<file path="config.mk">
export PLATFORM = sky130hd
export DESIGN_NAME = dtg_top
export DESIGN_NICKNAME = d
export VERILOG_FILES = /design/src/rtl/dtg_pkg.sv /design/src/rtl/dtg_regs.sv /design/src/rtl/dtg_counters.sv /design/src/rtl/dtg_sync.sv /design/src/rtl/dtg_top.sv
export SDC_FILE = /design/constraint.sdc
export NUM_CORES = 1
export LEC_CHECK = 0
export BUFFER_PORTS_ARGS = -buffer_cell sky130_fd_sc_hd__buf_2
export CAP_MARGIN = 20
export CORE_UTILIZATION = 46
export CTS_CLUSTER_DIAMETER = 80
export DETAILED_ROUTE_END_ITERATION = 7
export PLACE_DENSITY = 0.6
export SLEW_MARGIN = 0
export SYNTH_ARGS = -nofsm -noshare
export SYNTH_HDL_FRONTEND = slang
export SYNTH_SLANG_ARGS = --single-unit
</file>
<file path="constraint.sdc">
create_clock -name clk -period 3.1 [get_ports clk]
set_input_delay 0.62 -clock clk [delete_from_list [all_inputs] [get_ports clk]]
set_output_delay 0.62 -clock clk [all_outputs]
set_load 0.02 [all_outputs]
</file>
<file path="src/rtl/dtg_pkg.sv">
// Package dtg_pkg: register indices, control bit positions and the
// sync-shaping configuration type shared by the timing generator modules.
package dtg_pkg;

    // Register indices on the write bus
    localparam int ADDR_CTRL     = 0;
    localparam int ADDR_SYNC     = 1;
    localparam int ADDR_DISP     = 2;
    localparam int ADDR_TIM_BASE = 3;

    // Index of each geometry register inside the timing bank
    localparam int TIM_HTOT  = 0;
    localparam int TIM_HACT  = 1;
    localparam int TIM_HSS   = 2;
    localparam int TIM_HSE   = 3;
    localparam int TIM_VTOT  = 4;
    localparam int TIM_VACT  = 5;
    localparam int TIM_VSS   = 6;
    localparam int TIM_VSE   = 7;
    localparam int TIM_FETCH = 8;
    localparam int NUM_TIM   = 9;

    // Control register bits
    localparam int CTRL_RUN_BIT     = 0;
    localparam int CTRL_REFRESH_BIT = 1;

    // Sync-control register bits
    localparam int SYNC_RGB_BIT   = 0;
    localparam int SYNC_ALL_BIT   = 1;
    localparam int SYNC_HINV_BIT  = 3;
    localparam int SYNC_VINV_BIT  = 4;
    localparam int SYNC_HOFF_BIT  = 5;
    localparam int SYNC_VOFF_BIT  = 6;

    // Display-control bit
    localparam int DISP_BLANK_BIT = 2;

    typedef struct packed {
        logic rgb;
        logic all_off;
        logic h_inv;
        logic v_inv;
        logic h_off;
        logic v_off;
    } sync_cfg_t;

endpackage

</file>
<file path="src/rtl/dtg_regs.sv">
// Module dtg_regs: host-writable register bank. Geometry registers
// have a shadow copy that is written at any time and an active copy
// that reloads while stopped or on the frame-start cycle. Control,
// sync and blank settings act directly.
// Assumes: wr_data is at least 7 bits wide.
module dtg_regs
    import dtg_pkg::*;
#(
    parameter int CW = 12,
    parameter int AW = 4
) (
    input  logic                         clk,
    input  logic                         rst_n,
    input  logic                         wr_en,
    input  logic [AW-1:0]                wr_addr,
    input  logic [CW-1:0]                wr_data,
    input  logic                         frame_start,
    output logic                         run,
    output logic                         refresh,
    output logic                         blank,
    output sync_cfg_t                    sync_cfg,
    output logic [NUM_TIM-1:0][CW-1:0]   tim
);

    logic [NUM_TIM-1:0][CW-1:0] shadow;

    // Capture control, sync-shaping and blanking writes
    always_ff @(posedge clk) begin
        if (!rst_n) begin
            run      <= 1'b0;
            refresh  <= 1'b0;
            blank    <= 1'b0;
            sync_cfg <= '0;
        end else if (wr_en) begin
            if (wr_addr == AW'(ADDR_CTRL)) begin
                run     <= wr_data[CTRL_RUN_BIT];
                refresh <= wr_data[CTRL_REFRESH_BIT];
            end
            if (wr_addr == AW'(ADDR_SYNC)) begin
                sync_cfg.rgb     <= wr_data[SYNC_RGB_BIT];
                sync_cfg.all_off <= wr_data[SYNC_ALL_BIT];
                sync_cfg.h_inv   <= wr_data[SYNC_HINV_BIT];
                sync_cfg.v_inv   <= wr_data[SYNC_VINV_BIT];
                sync_cfg.h_off   <= wr_data[SYNC_HOFF_BIT];
                sync_cfg.v_off   <= wr_data[SYNC_VOFF_BIT];
            end
            if (wr_addr == AW'(ADDR_DISP))
                blank <= wr_data[DISP_BLANK_BIT];
        end
    end

    // Shadow geometry registers follow host writes
    always_ff @(posedge clk) begin
        if (!rst_n) begin
            shadow <= '0;
        end else begin
            for (int i = 0; i < NUM_TIM; i++)
                if (wr_en && wr_addr == AW'(ADDR_TIM_BASE + i))
                    shadow[i] <= wr_data;
        end
    end

    // Active geometry reloads while stopped or at frame start
    always_ff @(posedge clk) begin
        if (!rst_n)
            tim <= '0;
        else if (!run || frame_start)
            tim <= shadow;
    end


    tim_hold_chk: assert property (@(posedge clk) disable iff (!rst_n)
        (run && !frame_start) |=> (tim == $past(tim)));

endmodule

</file>
<file path="src/rtl/dtg_counters.sv">
// Module dtg_counters: pixel and line counters. Pixel count wraps after
// h_total, and each wrap advances the line count, which wraps after
// v_total. Both hold at zero while stopped.
// Assumes: the extents only change on the frame-start cycle.
module dtg_counters #(
    parameter int CW = 12
) (
    input  logic          clk,
    input  logic          rst_n,
    input  logic          run,
    input  logic [CW-1:0] htot,
    input  logic [CW-1:0] vtot,
    output logic [CW-1:0] hcnt,
    output logic [CW-1:0] vcnt,
    output logic          frame_start
);

    logic h_last;
    logic v_last;

    assign h_last      = (hcnt >= htot);
    assign v_last      = (vcnt >= vtot);
    assign frame_start = run && h_last && v_last;

    // Step the raster position one pixel per clock
    always_ff @(posedge clk) begin
        if (!rst_n || !run) begin
            hcnt <= '0;
            vcnt <= '0;
        end else if (h_last) begin
            hcnt <= '0;
            vcnt <= v_last ? '0 : vcnt + 1'b1;
        end else begin
            hcnt <= hcnt + 1'b1;
        end
    end


    hwrap_chk: assert property (@(posedge clk) disable iff (!rst_n)
        (run && hcnt >= htot) |=> (hcnt == '0));


    vhold_chk: assert property (@(posedge clk) disable iff (!rst_n)
        (run && hcnt < htot) |=> (vcnt == $past(vcnt)));


    idle_zero_chk: assert property (@(posedge clk) disable iff (!rst_n)
        !run |=> (hcnt == '0 && vcnt == '0));

endmodule

</file>
<file path="src/rtl/dtg_sync.sv">
// Module dtg_sync: decodes the raster position into active video, raw
// syncs and the fetch strobe, then applies silencing, inversion,
// sync-on-RGB and blanking. Outputs are combinational from the counters.
// Assumes: bounds lie inside the programmed extents.
module dtg_sync
    import dtg_pkg::*;
#(
    parameter int CW = 12
) (
    input  logic          clk,
    input  logic          rst_n,
    input  logic          run,
    input  logic          refresh,
    input  logic          blank,
    input  sync_cfg_t     cfg,
    input  logic [CW-1:0] hcnt,
    input  logic [CW-1:0] vcnt,
    input  logic [CW-1:0] htot,
    input  logic [CW-1:0] hact,
    input  logic [CW-1:0] hss,
    input  logic [CW-1:0] hse,
    input  logic [CW-1:0] vact,
    input  logic [CW-1:0] vss,
    input  logic [CW-1:0] vse,
    input  logic [CW-1:0] fetch_pt,
    output logic          de_o,
    output logic          hsync_o,
    output logic          vsync_o,
    output logic          rgb_sync_o,
    output logic          fetch_o
);

    logic hs_raw, vs_raw, hs_live, vs_live;

    // Decode raw syncs from the raster position
    always_comb begin
        hs_raw = run && (hcnt > hss) && (hcnt <= hse);
        vs_raw = run && (vcnt > vss) && (vcnt <= vse);
    end

    // Silence, invert and combine the syncs
    always_comb begin
        hs_live    = hs_raw && !cfg.all_off && !cfg.h_off;
        vs_live    = vs_raw && !cfg.all_off && !cfg.v_off;
        hsync_o    = hs_live ^ cfg.h_inv;
        vsync_o    = vs_live ^ cfg.v_inv;
        rgb_sync_o = cfg.rgb && (hs_live || vs_live);
    end

    // Active video and the early-fetch strobe
    always_comb begin
        de_o    = run && refresh && !blank && (hcnt <= hact) && (vcnt <= vact);
        fetch_o = run && (hcnt == fetch_pt);
    end


    blank_chk: assert property (@(posedge clk) disable iff (!rst_n)
        (blank || !refresh) |-> !de_o);


    idle_out_chk: assert property (@(posedge clk) disable iff (!rst_n)
        !run |-> (!de_o && !fetch_o && !rgb_sync_o
                  && hsync_o == cfg.h_inv && vsync_o == cfg.v_inv));


    forced_off_chk: assert property (@(posedge clk) disable iff (!rst_n)
        cfg.all_off |-> (hsync_o == cfg.h_inv && vsync_o == cfg.v_inv && !rgb_sync_o));


    fetch_single_chk: assert property (@(posedge clk) disable iff (!rst_n)
        (fetch_o && hcnt < htot) |=> !fetch_o);

endmodule

</file>
<file path="src/rtl/dtg_top.sv">
// Module dtg_top: programmable raster timing generator. Ties the
// register bank, the raster counters and the sync-shaping stage.
// Assumes: a single pixel clock domain for the host bus and the display.
module dtg_top
    import dtg_pkg::*;
#(
    parameter int CW = 12,
    parameter int AW = 4
) (
    input  logic          clk,
    input  logic          rst_n,
    input  logic          wr_en,
    input  logic [AW-1:0] wr_addr,
    input  logic [CW-1:0] wr_data,
    output logic [CW-1:0] hcount,
    output logic [CW-1:0] vcount,
    output logic          de,
    output logic          hsync,
    output logic          vsync,
    output logic          rgb_sync,
    output logic          fetch
);

    logic                       run, refresh, blank, frame_start;
    sync_cfg_t                  sync_cfg;
    logic [NUM_TIM-1:0][CW-1:0] tim;

    dtg_regs #(.CW(CW), .AW(AW)) u_regs (
        .clk         (clk),
        .rst_n       (rst_n),
        .wr_en       (wr_en),
        .wr_addr     (wr_addr),
        .wr_data     (wr_data),
        .frame_start (frame_start),
        .run         (run),
        .refresh     (refresh),
        .blank       (blank),
        .sync_cfg    (sync_cfg),
        .tim         (tim)
    );

    dtg_counters #(.CW(CW)) u_cnt (
        .clk         (clk),
        .rst_n       (rst_n),
        .run         (run),
        .htot        (tim[TIM_HTOT]),
        .vtot        (tim[TIM_VTOT]),
        .hcnt        (hcount),
        .vcnt        (vcount),
        .frame_start (frame_start)
    );

    dtg_sync #(.CW(CW)) u_sync (
        .clk        (clk),
        .rst_n      (rst_n),
        .run        (run),
        .refresh    (refresh),
        .blank      (blank),
        .cfg        (sync_cfg),
        .hcnt       (hcount),
        .vcnt       (vcount),
        .htot       (tim[TIM_HTOT]),
        .hact       (tim[TIM_HACT]),
        .hss        (tim[TIM_HSS]),
        .hse        (tim[TIM_HSE]),
        .vact       (tim[TIM_VACT]),
        .vss        (tim[TIM_VSS]),
        .vse        (tim[TIM_VSE]),
        .fetch_pt   (tim[TIM_FETCH]),
        .de_o       (de),
        .hsync_o    (hsync),
        .vsync_o    (vsync),
        .rgb_sync_o (rgb_sync),
        .fetch_o    (fetch)
    );

endmodule

</file>
==> key figures, run 1 <==
Cells and area
  – Final core utilization: ~54%
  – Ant diodes: 0
  – Final net count: roughly 1500
  – Syn-to-layout area delta: 16.0%
  – Layout cell share with drive strength beyond 1: 14.6%

Clock tree
  – Clock Tree Buf Depth: 3
  – Cts bufs inserted: 28
  – Clk_lat worst skew: 0.54 ns
  – Clk sinks: approximately 250
  – TritonCTS clock tree: yes
  – CTS root buf: clkbuf_16
  – CTS clk-pin slew, worst paths: around 0.06 ns
  – H-tree levels: 1

Logic synthesis
  – Post-synth EDFFs: 0
  – Post-synthesis sequential area ratio: between 40 and 50%
  – Synth Flop Type: dfxtp_1
  – Async S/R FF share, synth: 0%
  – Count leader, synth: dfxtp_1
  – Post-Syn Area per Cell: 9.14 sq um
  – Post-Syn Instances: about 1300
  – Synth warn: 0
  – Leading area contributor after synthesis: dfxtp_1
  – Top post-synthesis cells by area: dfxtp_1 41%, mux2i_1 16%, ha_1 10%, nand2_1 7.6%, nor2b_1 5.6%
  – Post-synth top area share: between 40 and 50%
  – Unique masters post-synth: 45
  – #FFs+latches synth: ~250
  – Cell Area, Synth: ~12000 sq um
  – Most frequent cells after synthesis: 249 x dfxtp_1, 247 x nand2_1, 196 x mux2i_1
  – Syn_nets: approximately 1500

Floorplanning
  – I/O Pins: 48
  – DIE HEIGHT: roughly 170 um
  – Initial cell density of the core: between 40% and 50%
  – # rows: 59
  – Total core area: 26100 sq um
  – Die W: ~170 um
  – Die ar.: ~27000 sq um

Routing
  – Routed wire length: between 30 and 40 mm
  – Via count: between 9000 and 10000
  – Wire length per cell: roughly 18 um
  – Number of remaining DRC errors: 2
  – TritonRoute pass-1 iters: 7
  – Vias per cell: 5.16
  – DRT iter0 DRCs: approximately 530
  – Antenna viol nets, final: 0

STA
  – Final setup fails: 0
  – Peak Freq: 326 MHz
  – Final Hold Viols: 0
  – Max_slew headroom: just over 60%
  – Setup ws final: between 0.03 and 0.04 ns
  – RSZ-0062 raised after global routing: true
  – Final Critical Period: 3.07 ns
  – Worst Tran Pin Value: roughly 0.58 ns
  – Slew Limit Fails: 0
  – Period Utilization, post-route: between 90 and 100%
  – Clock skew: 0.00790 ns

Outcome
  – Failing checks: design-rule violations
  – Status: finished, violations left

Critical path
  – Crit Path Max Fanout: 3
  – Slowest stage cell on the critical path: a2111oi_2
  – Worst setup EP type: primary output
  – WS Path Type: flip-flop to primary output
  – Cell count of the worst reg-to-reg path: 11
  – Crit path launch type: flip-flop
  – Worst R2R Setup Slack: slightly below 0.4 ns
  – Critical Path RT: between 2 and 2.5 ns
  – Crit path largest cell delay: ~0.39 ns
  – Crit path cell chain: ha_1 -> a21oi_2 -> nand2_1 -> a2111oi_2 -> o211ai_1 -> buf_4 -> xnor2_2 -> buf_4
  – Critical path arrival: approximately 2.5 ns
  – CP most frequent cell: buf_4
  – Reg-to-reg endpoint: u_cnt.vcnt[7]
  – Buf/Inv on CP: 2
  – R2R Path Start: u_cnt.hcnt[5]
  – Family with the most delay on the worst path: compound AO/OA/AOI/OAI gates

Run
  – Max cap viols: 0

Min path
  – Hold Path Depth: 2
  – Tightest Hold Check Type: flip-flop to flip-flop
  – Hold Crit Endpoint: u_regs.tim[80]
  – Worst min-delay path startpoint: u_regs.shadow[80]

GRT
  – M3 GR Usage: between 2 and 3%
  – First-pass GRT wire length: slightly below 50 mm
  – GRT met1 Usage: between 30 and 40%
  – Initial antenna violation count: 0
  – Gr usage total: roughly 23%
  – GRT overflow: 0
  – Vias in the first global route: between 8000 and 9000
  – Pin count of the biggest net entering global routing: between 100 and 150
  – Grt peak-use layer: met2
  – GR Util met2: 36.3%

Power
  – Lkg Pwr: between 5 and 6 nW
  – Power per cell area: between 400 and 500 nW/um^2
  – Worst vdd ir: between 300 and 400 uV

Placement
  – Gp weighted congestion: approximately 0.86
  – Dpl hpwl: between 20 and 25 mm
  – I/O Buffers: 47
  – Dpl ws: between 0.1 and 0.15 ns
state kept, by name, summed over array words and instances, names as in the netlist:
name,flops
u_regs.sync_cfg,6
u_regs.refresh,1
u_cnt.hcnt,12
u_cnt.vcnt,12
u_regs.run,1
u_regs.tim,108
u_regs.shadow,108
u_regs.blank,1
tightest hold or removal path: stages (launching register included):
cell and delay, ns:
dfxtp_1 0.30, nand2_1 0.05, mux2i_1 0.05
metal layers:
metal / part of all wire, % / wire, um
met5: 0 / 0
met4: 2.3 / 715
met3: 3.0 / 919
met2: 45 / 14000
met1: 50 / 15400
report_power, final:
part | switching (mW) | total, mW | internal [mW]
Clock | 1.32 | 3.36 | 2.04
Sequential | 0.0156 | 3.24 | 3.23
Combinational | 0.195 | 0.300 | 0.104
cell type report:
class | count | area (sq um)
clock buffer | 42 | 845
clock inverter | 8 | 96.3
fill | 2453 | 11900
inverter | 98 | 368
multi-input combinational | 919 | 6760
sequential | 249 | 5020
tap | 335 | 419
timing repair buffer | 99 | 722
cells in the final DEF, fill, tap and decap left out, types with 11 or more instances in the layout:
master     count
nand3_1       22
nand4_1       21
ha_1          90
a2bb2oi_1     11
dfxtp_1      224
a21boi_0      14
nor2_1        29
a21o_1        19
nand2_1      247
dfxtp_2       22
xor2_1        11
xnor2_1       15
buf_2         42
inv_1         95
mux2i_1      196
a21oi_1       26
nor2b_1      109
clkbuf_16     29
buf_4         47
per-stage QoR:
step	area [sq um]	total power [mW]	instances	hold WS [ns]	TNS, ns
after detailed placement	13000	3.61	1696	0.443	0
after global routing	14200	7.13	1750	0.466	-0.347
after floorplan	12300	3.50	1342	0.430	0
after global placement	13000	3.60	1696	0.438	0
final	14200	6.90	1750	0.445	0
after CTS	14100	6.97	1748	0.452	-0.00565
worst max path at each step:
stage | endpoint | slack (ns) | cells past startpoint | start
floorplan | rgb_sync | 0.25 | 7 | u_cnt.vcnt[1]
global placement | de | 0.22 | 8 | u_cnt.hcnt[2]
finish | vsync | 0.03 | 8 | u_cnt.vcnt[10]
global route | hsync | -0.12 | 8 | u_cnt.hcnt[1]
CTS | de | -0.006 | 10 | u_regs.tim[17]
detailed placement | de | 0.13 | 9 | u_cnt.hcnt[9]
logic make-up (layout without fill, tap and decap cells):
| logic type | count (synthesis) | in the layout | synth area share, % |
|---|---|---|---|
| buffers and inverters | 174 | 247 | 6.10 |
| and+or+nand+nor | 471 | 471 | 18.2 |
| AOI/OAI and AO/OA | 127 | 127 | 7.16 |
| DFF | 249 | 249 | 40.6 |
| adders and majority gates | 98 | 98 | 10.0 |
| muxes | 196 | 196 | 16.0 |
| xor gates and xnor gates | 27 | 27 | 1.93 |
what timing repair did:
item / in CTS / in global routing
hold buffers: 0 / 0
resized for setup: 43 / 35
setup endpoints to repair: 4 / 4
buffers inserted: 2 / 2
pin swaps: 11 / 11
Power figures use the tool's default switching activity.
==> run 2, diff against run 1 <==
GPL_TIMING_DRIVEN = 0   (was not set)
RECOVER_POWER = 50   (was not set)
clock period = 3.2 ns   (was 3.1 ns; I/O delays follow)
==> key figures, run 2 (same netlist as run 1, synthesis figures left out) <==
Outcome
  – Status: finished, violations left (unchanged)
  – Failing checks: design-rule violations (unchanged)

Critical path
  – Critical Path RT: 2.56 ns (was 2.48 ns)
  – Crit Path Max Fanout: 8 (was 3)
  – Worst setup EP type: primary output (unchanged)
  – R2R Path Start: u_cnt.hcnt[1] (was u_cnt.hcnt[5])
  – Crit path launch type: flip-flop (unchanged)
  – WS Path Type: flip-flop to primary output (unchanged)
  – Critical path arrival: 2.51 ns (was 2.45 ns)
  – Critical Path Source: u_cnt.vcnt[1] (was u_cnt.vcnt[10])

Placement
  – I/O Buffers: 36 (was 47)
  – Dpl hpwl: 22.4 mm (was 20.6 mm)
  – Cells after DPL: 1713 (was 1696)
  – Gp weighted congestion: 0.832 (was 0.860)
  – Dpl ws: -0.270 ns (was 0.129 ns)
  – Placement Cell Area: 12900 sq um (was 13000 sq um)

Cells and area
  – Syn-to-layout area delta: 17.3% (was 16.0%)
  – Commonest non-fill, non-tap cell in the layout: nand2_1 (unchanged)
  – Final net count: 1546 (was 1512)
  – Ant diodes: 0 (unchanged)
  – Final cell area excluding filler cells: 14400 sq um (was 14200 sq um)
  – Largest regs: u_regs.shadow (108), u_regs.tim (108) (unchanged)
  – Cell Count, Final, Fillers Out: 1784 (was 1750)
  – Commonest cells after routing, fill and taps aside: 247 x nand2_1, 220 x dfxtp_1, 196 x mux2i_1 (was 247 x nand2_1, 224 x dfxtp_1, 196 x mux2i_1)
  – Layout cell share with drive strength beyond 1: 12.1% (was 14.6%)

Routing
  – Routed wire length: 32.9 mm (was 31.1 mm)
  – Antenna viol nets, final: 0 (unchanged)
  – TritonRoute pass-1 iters: 7 (unchanged)
  – Met2 WL: 15.6 mm (was 14.0 mm)
  – DRT iter0 DRCs: 477 (was 527)
  – Highest metal used: met4 (unchanged)
  – Met1 wire length: 15.3 mm (was 15.4 mm)
  – Vias per cell: 5.22 (was 5.16)
  – Metal3 WL: 1.12 mm (was 919 um)
  – Number of remaining DRC errors: 2 (unchanged)
  – Wire length per cell: 18.4 um (was 17.8 um)
  – Via count: 9318 (was 9026)

Clock tree
  – Hold_buf cts: 0 (unchanged)
  – CTS clk-pin slew, worst paths: 0.06 ns (about the same)
  – CTS root buf: clkbuf_16 (unchanged)
  – H-tree levels: 1 (unchanged)
  – Clk_lat worst skew: 0.54 ns (about the same)
  – Clock Tree Buf Depth: 3 (unchanged)
  – Clk sinks: 249 (unchanged)
  – Cts bufs inserted: 28 (unchanged)
  – TritonCTS clock tree: yes (unchanged)

STA
  – Period Utilization, post-route: between 90% and 100%
  – Slew Limit Fails: 0 (unchanged)
  – Final Hold Viols: 0 (unchanged)
  – Max_slew headroom: 22.3% (was 61.4%)
  – Worst Tran Pin Value: 1.17 ns (was 0.578 ns)
  – Peak Freq: between 300 and 400 MHz
  – Final Critical Period: approximately 3.2 ns
  – Hold Slack: 0.394 ns (was 0.445 ns)
  – Clock skew: 0.0120 ns (was 0.00790 ns)
  – Final setup fails: 0 (unchanged)
  – Total Neg Setup Slack: 0 ns (unchanged)
  – RSZ-0062 raised after global routing: true (unchanged)
  – Setup ws final: 0.0493 ns (was 0.0303 ns)

Floorplanning
  – Die W: 165 um (unchanged)
  – I/O Pins: 48 (unchanged)
  – Initial cell density of the core: 46.9% (unchanged)
  – Total core area: 26100 sq um (unchanged)
  – # rows: 59 (unchanged)
  – Die ar.: 27300 sq um (unchanged)
  – DIE HEIGHT: 165 um (unchanged)

Min path
  – Tightest Hold Check Type: input pin to flip-flop (was flip-flop to flip-flop)
  – Worst min-delay path startpoint: wr_data[1] (was u_regs.shadow[80])

Power
  – Power per cell area: 465 nW/um^2 (was 485 nW/um^2)
  – Worst vdd ir: 363 uV (was 347 uV)
  – Lkg Pwr: 5.31 nW (was 5.41 nW)

Run
  – Max cap viols: 0 (unchanged)

GRT
  – GRT overflow: 0 (unchanged)
  – Vias in the first global route: 8857 (was 8488)
  – Pin count of the biggest net entering global routing: 14 (was 106)
  – Gr usage total: 24.3% (was 23.1%)
  – First-pass GRT wire length: 49.8 mm (was 48.2 mm)
  – Initial antenna violation count: 0 (unchanged)
## run 2: worst paths after layout
kind	end	slack, ns	cells after the start
min	u_regs.shadow[25]	0.39	3
max reg2reg	u_regs.tim[74]	0.18	12
min reg2reg	u_regs.tim[85]	0.45	2
max	de	0.05	9
## run 2: cell type report
type	instances	area, sq um
buffer	76	373
clock buffer	43	848
tap	335	419
inverter	98	370
clock inverter	7	93.8
sequential	249	5070
fill	2445	11700
timing repair buffer	57	342
multi-input combinational	919	6870
## run 2: routing by layer
layer  vias to the layer above  global-route usage (%)
met5                         -                       0
met4                         0                    7.31
met3                        48                    2.87
met2                       169                    40.8
met1                      4418                    32.5
li1                       4683                       -
## run 2: timing repair
item / 4_1_cts / 5_1_grt
setup endpoints to repair: 18 / 4
pin swaps: 13 / 10
cloned: 0 / 0
buffers inserted: 12 / 9
resized for setup: 77 / 29
## run 2: power breakdown
group,total [mW],leakage (nW),internal [mW],switching (mW)
Sequential,3.13,2.03,3.11,0.0160
Combinational,0.309,2.82,0.102,0.207
Clock,3.26,0.462,1.98,1.28
Total,6.69,5.31,5.19,1.50
## run 2: critical path, cell delays in order, from the launching register on
cell and delay, ns:
dfxtp_4 0.35, buf_4 0.18, ha_1 0.31, nor2b_1 0.14, o21a_1 0.17, o21a_1 0.17
o21ai_1 0.14, a31oi_2 0.15, nor3b_4 0.22, buf_6 0.14
## run 2: stage by stage
step                util [%]  total power, mW
floorplan                  -             3.39
global placement        49.2             3.50
detailed placement      49.2             3.51
global route            55.1             6.90
CTS                     54.2             6.76
finish                  55.1             6.69
==> run 3, diff against run 2 <==
PLACE_DENSITY = 0.72   (was 0.6)
==> key figures, run 3 (same netlist as run 1, synthesis figures left out) <==
Outcome
  – Status: finished, violations left (unchanged)
  – Failing checks: design-rule violations (unchanged)

Critical path
  – Family with the most delay on the worst path: compound AO/OA/AOI/OAI gates (unchanged)
  – Critical path arrival: 2.56 ns (was 2.51 ns)
  – R2R Path Start: u_cnt.hcnt[1] (unchanged)
  – Crit path cell chain: buf_4 -> ha_1 -> nand2_1 -> nor3_2 -> o21ai_1 -> o211ai_1 -> o211ai_1 -> buf_4 -> a21boi_4 -> buf_6 (was buf_4 -> ha_1 -> nor2b_1 -> o21a_1 -> o21a_1 -> o21ai_1 -> a31oi_2 -> nor3b_4 -> buf_6)
  – Crit Path Max Fanout: 3 (was 8)
  – Worst setup EP type: primary output (unchanged)
  – Crit path largest cell delay: 0.38 ns (was 0.35 ns)
  – Critical Path RT: 2.56 ns (about the same)
  – Buf/Inv on CP: 3 (was 2)
  – Slowest stage cell on the critical path: dfxtp_4 (unchanged)
  – Critical Path Source: u_cnt.hcnt[5] (was u_cnt.vcnt[1])
  – WS Path Type: flip-flop to primary output (unchanged)
  – Crit path launch type: flip-flop (unchanged)

Clock tree
  – CTS clk-pin slew, worst paths: 0.06 ns (about the same)
  – Clk_lat worst skew: 0.53 ns (was 0.54 ns)
  – Clock Tree Buf Depth: 3 (unchanged)
  – Clk sinks: 249 (unchanged)
  – Cts bufs inserted: 27 (was 28)
  – Hold_buf cts: 0 (unchanged)
  – TritonCTS clock tree: yes (unchanged)
  – H-tree levels: 1 (unchanged)
  – CTS root buf: clkbuf_16 (unchanged)

STA
  – Worst Tran Pin Value: 1.07 ns (was 1.17 ns)
  – Peak Freq: 313 MHz (was 317 MHz)
  – Max_slew headroom: 28.5% (was 22.3%)
  – Clock skew: 0.0110 ns (was 0.0120 ns)
  – Final Hold Viols: 0 (unchanged)
  – Period Utilization, post-route: 99.9% (was 98.5%)
  – Setup ws final: 0.00354 ns (was 0.0493 ns)
  – Total Neg Setup Slack: 0 ns (unchanged)
  – Slew Limit Fails: 0 (unchanged)
  – Final Critical Period: 3.20 ns (was 3.15 ns)
  – RSZ-0062 raised after global routing: true (unchanged)
  – Final setup fails: 0 (unchanged)

GRT
  – Pin count of the biggest net entering global routing: 15 (was 14)
  – First-pass GRT wire length: 50.2 mm (was 49.8 mm)
  – Gr usage total: 24.2% (was 24.3%)
  – Initial antenna violation count: 0 (unchanged)
  – Vias in the first global route: 9358 (was 8857)
  – GRT overflow: 0 (unchanged)

Routing
  – Vias per cell: 5.40 (was 5.22)
  – Antenna viol nets, final: 0 (unchanged)
  – DRT iter0 DRCs: 551 (was 477)
  – TritonRoute pass-1 iters: 6 (was 7)
  – Wire length per cell: 18.3 um (was 18.4 um)
  – Via count: 9552 (was 9318)
  – Routed wire length: 32.4 mm (was 32.9 mm)
  – Number of remaining DRC errors: 4 (was 2)

Cells and area
  – Layout cell share with drive strength beyond 1: 11.0% (was 12.1%)
  – Largest regs: u_regs.shadow (108), u_regs.tim (108) (unchanged)
  – Commonest non-fill, non-tap cell in the layout: nand2_1 (unchanged)
  – Fill cell count: 2381 (was 2445)
  – Final net count: 1536 (was 1546)
  – Commonest cells after routing, fill and taps aside: 247 x nand2_1, 222 x dfxtp_1, 196 x mux2i_1 (was 247 x nand2_1, 220 x dfxtp_1, 196 x mux2i_1)
  – Syn-to-layout area delta: 15.5% (was 17.3%)
  – Ant diodes: 0 (unchanged)

Power
  – Worst vdd ir: 435 uV (was 363 uV)
  – Lkg Pwr: 5.24 nW (was 5.31 nW)
  – Power per cell area: 457 nW/um^2 (was 465 nW/um^2)
  – Pwr Total: 6.47 mW (was 6.69 mW)

Min path
  – Worst min-delay path startpoint: wr_data[1] (unchanged)
  – Tightest Hold Check Type: input pin to flip-flop (unchanged)

Placement
  – Dpl hpwl: 21.7 mm (was 22.4 mm)
  – Gp weighted congestion: 0.866 (was 0.832)
  – I/O Buffers: 36 (unchanged)
  – Dpl ws: -0.135 ns (was -0.270 ns)

Floorplanning
  – Initial cell density of the core: 46.9% (unchanged)
  – I/O Pins: 48 (unchanged)
  – Die W: 165 um (unchanged)
  – Die ar.: 27300 sq um (unchanged)
  – Total core area: 26100 sq um (unchanged)
  – # rows: 59 (unchanged)
  – DIE HEIGHT: 165 um (unchanged)

Run
  – Max cap viols: 0 (unchanged)
[run 3: cell types whose count changed in the layout (fill, tap and decap cells not counted), moves of 3 or more]
cell,previous run,this run
a21oi_1,30,33
clkbuf_8,7,4
clkinvlp_4,1,4
buf_4,30,20
buf_2,26,33
clkbuf_1,78,66
a21oi_2,4,1
ha_4,14,10
[run 3: cell type report]
type	instances	area, sq um	share of cell area (%)
Clock buffer	35	746	5.27
Sequential cell	249	5070	35.8
Multi-Input combinational cell	919	6780	47.9
Buffer	76	373	2.63
Inverter	98	374	2.64
Clock inverter	9	106	0.751
Tap cell	335	419	2.96
Timing Repair Buffer	48	295	2.09
[run 3: layer usage]
layer	GRT usage (%)	vias to the layer above	wire length, um
li1	-	4657	-
met5	0	-	0
met1	30.8	4608	14500
met4	10.6	0	1290
met2	40.7	212	15400
met3	3.20	75	1320
[run 3: per-stage QoR]
step	cells	util, %	hold slack, ns	instance area, sq um
final	1769	54.2	0.398	14200
after floorplan	1342	-	0.430	12300
after CTS	1769	53.9	0.391	14100
after detailed placement	1713	49.2	0.444	12900
after global routing	1769	54.2	0.419	14200
after global placement	1713	49.2	0.441	12900
[run 3: worst min-delay path, cell delays in order]
cell and delay [ns]:
buf_2 0.09, mux2i_1 0.06, nor2b_1 0.09
[run 3: what timing repair did]
item	4_1_cts	5_1_grt
buffers inserted	12	0
endpoints found under the setup margin	17	4
pin swaps	11	12
resized for setup	68	22
[run 3: path summary, 6_finish.rpt]
kind | cells after the start | slack (ns) | to
min | 3 | 0.40 | u_regs.shadow[25]
max | 10 | 0.004 | rgb_sync
max reg2reg | 11 | 0.14 | u_cnt.hcnt[1]
min reg2reg | 2 | 0.45 | u_regs.tim[102]
[run 3: report_power, final]
part           total, mW  internal, mW  switching, mW
combinational      0.303        0.0993          0.204
sequential          3.13          3.11         0.0162
clock               3.04          1.79           1.25
total               6.47          5.00           1.47
